--- src/rtl/wide_reg_bridge_pkg.sv ---
package wide_reg_bridge_pkg;

  typedef enum logic [2:0] {
    RD_NONE,
    RD_LIVE,
    RD_SHADOW,
    RD_SP_LO,
    RD_SP_HI
  } rdSel_e;

  typedef struct packed {
    rdSel_e rdSel;
    logic   snap;
    logic   bufWr;
    logic   commit;
    logic   spLoWr;
    logic   spHiWr;
  } bridgeStrobes_t;

endpackage

--- src/rtl/wide_reg_bridge_ctrl.sv ---
module wide_reg_bridge_ctrl
  import wide_reg_bridge_pkg::*;
#(
  parameter int NUM_REGS       = 4,
  parameter int BYTES          = 3,
  parameter int ADDR_W         = 8,
  parameter int INHIBIT_CYCLES = 4,
  localparam int BW    = (BYTES > 1) ? $clog2(BYTES) : 1,
  localparam int IDX_W = (NUM_REGS > 1) ? $clog2(NUM_REGS) : 1
) (
  input  logic              clk,
  input  logic              rstN,
  input  logic [ADDR_W-1:0] addr,
  input  logic              rdEn,
  input  logic              wrEn,
  output bridgeStrobes_t    st,
  output logic [IDX_W-1:0]  regSel,
  output logic [BW-1:0]     byteSel,
  output logic              intInhibit
);

  localparam int CNT_W = $clog2(INHIBIT_CYCLES + 1);
  localparam logic [ADDR_W-1:0] SP_LO_ADDR = ADDR_W'(NUM_REGS << BW);
  localparam logic [ADDR_W-1:0] SP_HI_ADDR = ADDR_W'((NUM_REGS << BW) + 1);

  logic [ADDR_W-1:0] regField;
  logic [BW-1:0]     byteField;
  logic              regHit;
  logic              topByte;
  logic              lowByte;
  logic              spLoHit;
  logic              spHiHit;
  logic [CNT_W-1:0]  inhCnt;

  assign regField  = addr >> BW;
  assign byteField = addr[BW-1:0];
  assign regHit    = (regField < ADDR_W'(NUM_REGS)) &&
                     ({1'b0, byteField} < (BW+1)'(BYTES));
  assign topByte   = byteField == BW'(BYTES - 1);
  assign lowByte   = byteField == '0;
  assign spLoHit   = addr == SP_LO_ADDR;
  assign spHiHit   = addr == SP_HI_ADDR;
  assign regSel    = regField[IDX_W-1:0];
  assign byteSel   = byteField;

  always_comb begin
    st = '0;
    st.rdSel = RD_NONE;
    if (rdEn) begin
      if (regHit)       st.rdSel = lowByte ? RD_LIVE : RD_SHADOW;
      else if (spLoHit) st.rdSel = RD_SP_LO;
      else if (spHiHit) st.rdSel = RD_SP_HI;
    end
    st.snap   = rdEn && regHit && lowByte;
    st.bufWr  = wrEn && regHit && !topByte;
    st.commit = wrEn && regHit && topByte;
    st.spLoWr = wrEn && spLoHit;
    st.spHiWr = wrEn && spHiHit;
  end

  // Inhibit window: reloaded by every stack-pointer low-byte write.
  always_ff @(posedge clk) begin
    if (!rstN)          inhCnt <= '0;
    else if (st.spLoWr) inhCnt <= CNT_W'(INHIBIT_CYCLES);
    else if (inhCnt != '0) inhCnt <= inhCnt - CNT_W'(1);
  end

  assign intInhibit = inhCnt != '0;

endmodule

--- src/rtl/wide_reg_bridge_dp.sv ---
module wide_reg_bridge_dp
  import wide_reg_bridge_pkg::*;
#(
  parameter int NUM_REGS = 4,
  parameter int BYTES    = 3,
  parameter logic [15:0] SP_RESET = 16'h08FF,
  localparam int BW    = (BYTES > 1) ? $clog2(BYTES) : 1,
  localparam int IDX_W = (NUM_REGS > 1) ? $clog2(NUM_REGS) : 1,
  localparam int REG_W = BYTES * 8
) (
  input  logic                      clk,
  input  logic                      rstN,
  input  bridgeStrobes_t            st,
  input  logic [IDX_W-1:0]          regSel,
  input  logic [BW-1:0]             byteSel,
  input  logic [7:0]                wrData,
  input  logic [NUM_REGS*REG_W-1:0] liveRegs,
  output logic [7:0]                rdData,
  output logic                      updValid,
  output logic [IDX_W-1:0]          updIdx,
  output logic [REG_W-1:0]          updValue,
  output logic [15:0]               spValue
);

  logic [REG_W-1:0] liveArr [NUM_REGS];
  logic [BYTES-2:0][7:0] shadow;   // entry k holds byte k+1
  logic [BYTES-2:0][7:0] holdBuf;  // entry k holds byte k
  logic [REG_W-1:0] liveSel;

  for (genvar g = 0; g < NUM_REGS; g++) begin : g_live
    assign liveArr[g] = liveRegs[g*REG_W +: REG_W];
  end

  assign liveSel = liveArr[regSel];

  always_comb begin
    unique case (st.rdSel)
      RD_LIVE:   rdData = liveSel[7:0];
      RD_SHADOW: rdData = shadow[byteSel - BW'(1)];
      RD_SP_LO:  rdData = spValue[7:0];
      RD_SP_HI:  rdData = spValue[15:8];
      default:   rdData = 8'h00;
    endcase
  end

  always_ff @(posedge clk) begin
    if (!rstN) begin
      shadow   <= '0;
      holdBuf  <= '0;
      updValid <= 1'b0;
      updIdx   <= '0;
      updValue <= '0;
      spValue  <= SP_RESET;
    end else begin
      if (st.snap) begin
        for (int j = 1; j < BYTES; j++) shadow[j-1] <= liveSel[8*j +: 8];
      end
      if (st.bufWr) holdBuf[byteSel] <= wrData;
      updValid <= st.commit;
      if (st.commit) begin
        updIdx   <= regSel;
        updValue <= {wrData, holdBuf};
      end
      if (st.spLoWr) spValue[7:0]  <= wrData;
      if (st.spHiWr) spValue[15:8] <= wrData;
    end
  end

endmodule

--- src/rtl/wide_reg_bridge.sv ---
module wide_reg_bridge
  import wide_reg_bridge_pkg::*;
#(
  parameter int NUM_REGS       = 4,
  parameter int BYTES          = 3,
  parameter int ADDR_W         = 8,
  parameter int INHIBIT_CYCLES = 4,
  parameter logic [15:0] SP_RESET = 16'h08FF,
  localparam int BW    = (BYTES > 1) ? $clog2(BYTES) : 1,
  localparam int IDX_W = (NUM_REGS > 1) ? $clog2(NUM_REGS) : 1,
  localparam int REG_W = BYTES * 8
) (
  input  logic                      clk,
  input  logic                      rstN,
  input  logic [ADDR_W-1:0]         addr,
  input  logic                      rdEn,
  input  logic                      wrEn,
  input  logic [7:0]                wrData,
  input  logic [NUM_REGS*REG_W-1:0] liveRegs,
  output logic [7:0]                rdData,
  output logic                      updValid,
  output logic [IDX_W-1:0]          updIdx,
  output logic [REG_W-1:0]          updValue,
  output logic [15:0]               spValue,
  output logic                      intInhibit
);

  bridgeStrobes_t   st;
  logic [IDX_W-1:0] regSel;
  logic [BW-1:0]    byteSel;

  wide_reg_bridge_ctrl #(
    .NUM_REGS(NUM_REGS), .BYTES(BYTES), .ADDR_W(ADDR_W),
    .INHIBIT_CYCLES(INHIBIT_CYCLES)
  ) ctrl_i (
    .clk(clk), .rstN(rstN), .addr(addr), .rdEn(rdEn), .wrEn(wrEn),
    .st(st), .regSel(regSel), .byteSel(byteSel), .intInhibit(intInhibit)
  );

  wide_reg_bridge_dp #(
    .NUM_REGS(NUM_REGS), .BYTES(BYTES), .SP_RESET(SP_RESET)
  ) dp_i (
    .clk(clk), .rstN(rstN), .st(st), .regSel(regSel), .byteSel(byteSel),
    .wrData(wrData), .liveRegs(liveRegs), .rdData(rdData),
    .updValid(updValid), .updIdx(updIdx), .updValue(updValue),
    .spValue(spValue)
  );

endmodule

--- config.mk ---
export PLATFORM = sky130hd
export DESIGN_NAME = wide_reg_bridge
export DESIGN_NICKNAME = d
export VERILOG_FILES = /design/src/rtl/wide_reg_bridge_pkg.sv /design/src/rtl/wide_reg_bridge_ctrl.sv /design/src/rtl/wide_reg_bridge_dp.sv /design/src/rtl/wide_reg_bridge.sv
export SDC_FILE = /design/constraint.sdc
export NUM_CORES = 1
export LEC_CHECK = 0
export BUFFER_PORTS_ARGS = -buffer_cell sky130_fd_sc_hd__buf_2
export CAP_MARGIN = 10
export CORE_AREA = 2 2 126 128
export DETAILED_ROUTE_END_ITERATION = 10
export DIE_AREA = 0 0 128 130
export PLACE_DENSITY = 0.56
export SYNTH_ARGS = -nofsm -noshare
export SYNTH_HDL_FRONTEND = slang
export SYNTH_SLANG_ARGS = --single-unit
--- constraint.sdc ---
create_clock -name clk -period 1.7 [get_ports clk]
set_clock_uncertainty 0.1 [all_clocks]
set_input_delay 0.17 -clock clk [delete_from_list [all_inputs] [get_ports clk]]
set_output_delay 0.17 -clock clk [all_outputs]
set_load 0.02 [all_outputs]
==> results_dict.tcl <==
set metrics [dict create \
    drt_iter0_markers 129 \
    drc 0 \
    synthFlopType "dfxtp_1" \
    arrival_ns 1.46 \
    dieWidth_um 128 \
    grt_start_max_net_pins 38 \
    hold_viol_final 0 \
    pwr-share-seq 0.421 \
    finalSetupViolations 8 \
    coreArea_mm2 0.01542 \
    r2r_start "ctrl_i.inhCnt[0]$_SDFFE_PP0P_" \
    dp.cells 757 \
    rr_endpoint "ctrl_i.inhCnt[2]$_SDFFE_PN0P_" \
    fmaxAchievable_mhz 578.8 \
    crit_buf_inv 1 \
    grt_pass1_wl_um 18860 \
    switching_share 0.2433 \
    crit_start "dp_i.shadow[4]$_SDFFE_PN0P_" \
    cts_sinks 78 \
    p_int_w 0.003360 \
    fin_crit_sh 1.016 \
    drt_wl_total_um 12310 \
    wl_per_cell_um 15.86 \
    vias 3600 \
    utilization 0.3576 \
    num_rows 46 \
    drv_cap 0 \
    startpoint_type "register" \
    slowest_stage "dfxtp_2" \
    dp.final_hpwl_um 9503 \
    clk_latency_ns 0.33 \
    antennaDiodeCount 0 \
    reg2reg_slack_ns 0.41 \
    ir_drop_uv 539.8 \
    finalWorstSetupSlack_ns -0.02765 \
    p_per_area_mw_per_mm2 805.2 \
    slew_violations 0 \
    synth_compound_area_frac 0.09747 \
    synthXorXnorAreaFrac 0.002244 \
    ys_ff_latch 78 \
    worst_pin_slew_ns 0.3880 \
    cp-end-kind "primary output" \
    area_delta_synth_final_pct 41.33 \
    synth_mux_area_frac 0.2847 \
    die_area_mm2 0.01664 \
    synth_top_family_by_area "multiplexers" \
    grt_setup_unrepaired "true" \
    synth-edff-count 0 \
    leakage_nw 2.913 \
    synth.area.top_cells "dfxtp_1, mux2i_1, mux4_2, nand2_1, nor2_1" \
    numCtsBuffers 9 \
    cp.required_ns 1.43 \
    hold_class "in -> reg" \
    syn_area_per_cell_um2 9.660 \
    post-synth-top-area-fraction 0.4001 \
    drive_above_1_share 0.4247 \
    track_usage 0.1475 \
    path_cells "nand2_1, o21ai_1, o211a_1, a221o_1, buf_6" \
    grt_pass1_vias 3619 \
    final_nets 699 \
    cp_top_family "compound AO/OA/AOI/OAI gates" \
    synth-simple-area-share 0.1484 \
    syn-num-nets 523 \
    violations "setup timing" \
    top_level_ports 168 \
    status "finished, violations left" \
    combPwrFrac 0.145 \
    start_util 0.2530 \
    netlist_area_mm2 0.003902 \
    yosysMostFrequentCell "dfxtp_1" \
    place.gp.congestion 0.7396 \
    pwr-share-clk 0.435 \
    cts_hold_buf 0 \
    worstSetupEndpoint "rdData[4]" \
    yosysTopAreaCell "dfxtp_1" \
    drt_pre_antenna_iters 4 \
    synthArstFlopShare 0 \
    ant_nets 0 \
    hold_slack_ns 0.01620 \
    io_buffers 167 \
    die_h_um 130 \
    antenna_found_initial 1 \
    ys_top_cells_by_count "dfxtp_1, mux2i_1, nand2_1" \
    period_needed_ns 1.728 \
    cts_tree "done" \
    yosysWarnings 0 \
    r2r_cells 5 \
    cts.clk_slew.worst_paths_ns 0.06 \
    syn_inst 404 \
    ys_seq_area_frac 0.4001 \
    relSlewSlack 0.7413 \
    root_buffer "clkbuf_16" \
    cpPeakStageDelay_ns 0.32 \
    synth_cell_types 33 \
    h-tree-depth 3 \
    worstHoldPathCells 2 \
    synthAdderAreaFrac 0.009618 \
    fill_cells 1624 \
    vias_per_cell 4.639 \
    worstSetupPathType "reg -> out" \
    cts.path.max_buffers 2 \
    switching_power_w 0.001081 \
    worst-path-stages 5 \
    overflow 0 \
    final_cells 776 \
    worst-path-max-fanout 2 \
]
## per-stage QoR
stage | TNS [ns] | power [W] | setup slack [ns] | area, µm²
floorplan | 0 | 0.002250 | 0.03554 | 3902
global placement | -0.1647 | 0.002485 | -0.04785 | 5050
detailed placement | -0.5434 | 0.002508 | -0.09395 | 5050
CTS | -0.2460 | 0.004489 | -0.04684 | 5497
global route | -0.5674 | 0.004635 | -0.08206 | 5515
finish | -0.1304 | 0.004441 | -0.02765 | 5515
## layout make-up
cell class                 count  area (µm²)  area share
clock inverter                 4       56.30     0.01021
clock buffer                  11       242.7     0.04401
inverter                      14       52.55    0.009528
multi-input combinational    282        2142      0.3884
sequential                    78        1573      0.2852
tap                          192       240.2     0.04356
timing repair buffer         195        1209      0.2191
## kinds of logic (layout without fill, tap and decap cells)
family                     count (synthesis)  after routing
xor gates and xnor gates                   1              1
adders and majority gates                  3              3
muxes                                     91             91
AOI/OAI and AO/OA                         58             58
DFF                                       78             78
buffers and inverters                     44            224
and+or+nand+nor                          129            129
## cell usage in the layout, fill, tap and decap left out, types with 5 or more instances in the layout
cell       netlist  routed
a21oi_1         18      18
a221o_1          8       8
buf_12           0       5
buf_2            7     158
buf_4            3      21
buf_6            5       8
clkbuf_16        0       9
dfxtp_1         78      69
dfxtp_2          0       9
inv_1           14      13
mux2i_1         75      75
mux4_2          16      16
nand2_1         58      56
nor2_1          55      55
o211a_1          8       8
o21ai_0         16       9
o21ai_1          0       6
o22ai_1          8       8
## registers in the layout, indices dropped and copies added, names as in the netlist
name	flops
dp_i.spValue	16
dp_i.updIdx	2
dp_i.holdBuf	16
dp_i.updValue	24
dp_i.updValid	1
ctrl_i.inhCnt	3
dp_i.shadow	16
## worst min path at each step
stage                                            from                            to  slack [ns]
after global routing                             rstN  dp_i.spValue[4]$_SDFFE_PN1P_        0.02
after CTS                                        rstN  dp_i.spValue[4]$_SDFFE_PN1P_        0.01
after floorplan                             wrData[0]  dp_i.spValue[0]$_SDFFE_PN1P_        0.20
final                                            rstN  dp_i.spValue[4]$_SDFFE_PN1P_        0.02
after global placement                           rstN  dp_i.spValue[3]$_SDFFE_PN1P_        0.35
after detailed placement  dp_i.shadow[5]$_SDFFE_PN0P_   dp_i.shadow[5]$_SDFFE_PN0P_        0.35
## metal layers
metal | part of all wire | vias to the layer above | track usage
li1 | - | 1778 | -
met5 | 0.00081 | - | 0
met1 | 0.46 | 1706 | 0.1836
met2 | 0.47 | 97 | 0.2485
met4 | 0.019 | 2 | 0.05688
met3 | 0.055 | 17 | 0.03526
## power groups by stage
stage	Sequential (W)	Clock [W]	Combinational [W]
6_report	0.00187	0.00193	0.000643
5_1_grt	0.00187	0.00206	0.000709
4_1_cts	0.00187	0.00199	0.000630
3_5_place_dp	0.00191	0	0.000600
3_3_place_gp	0.00191	0	0.000580
2_1_floorplan	0.00191	0	0.000344
## timing repair
item                                    CTS  global route
resized for setup                        40             4
endpoints found under the hold margin     0             0
endpoints found under the setup margin    9             9
pin swaps                                 9             1
gates cloned                              2             0
setup buffers                             2             0
(Power assumes the default switching activity.)
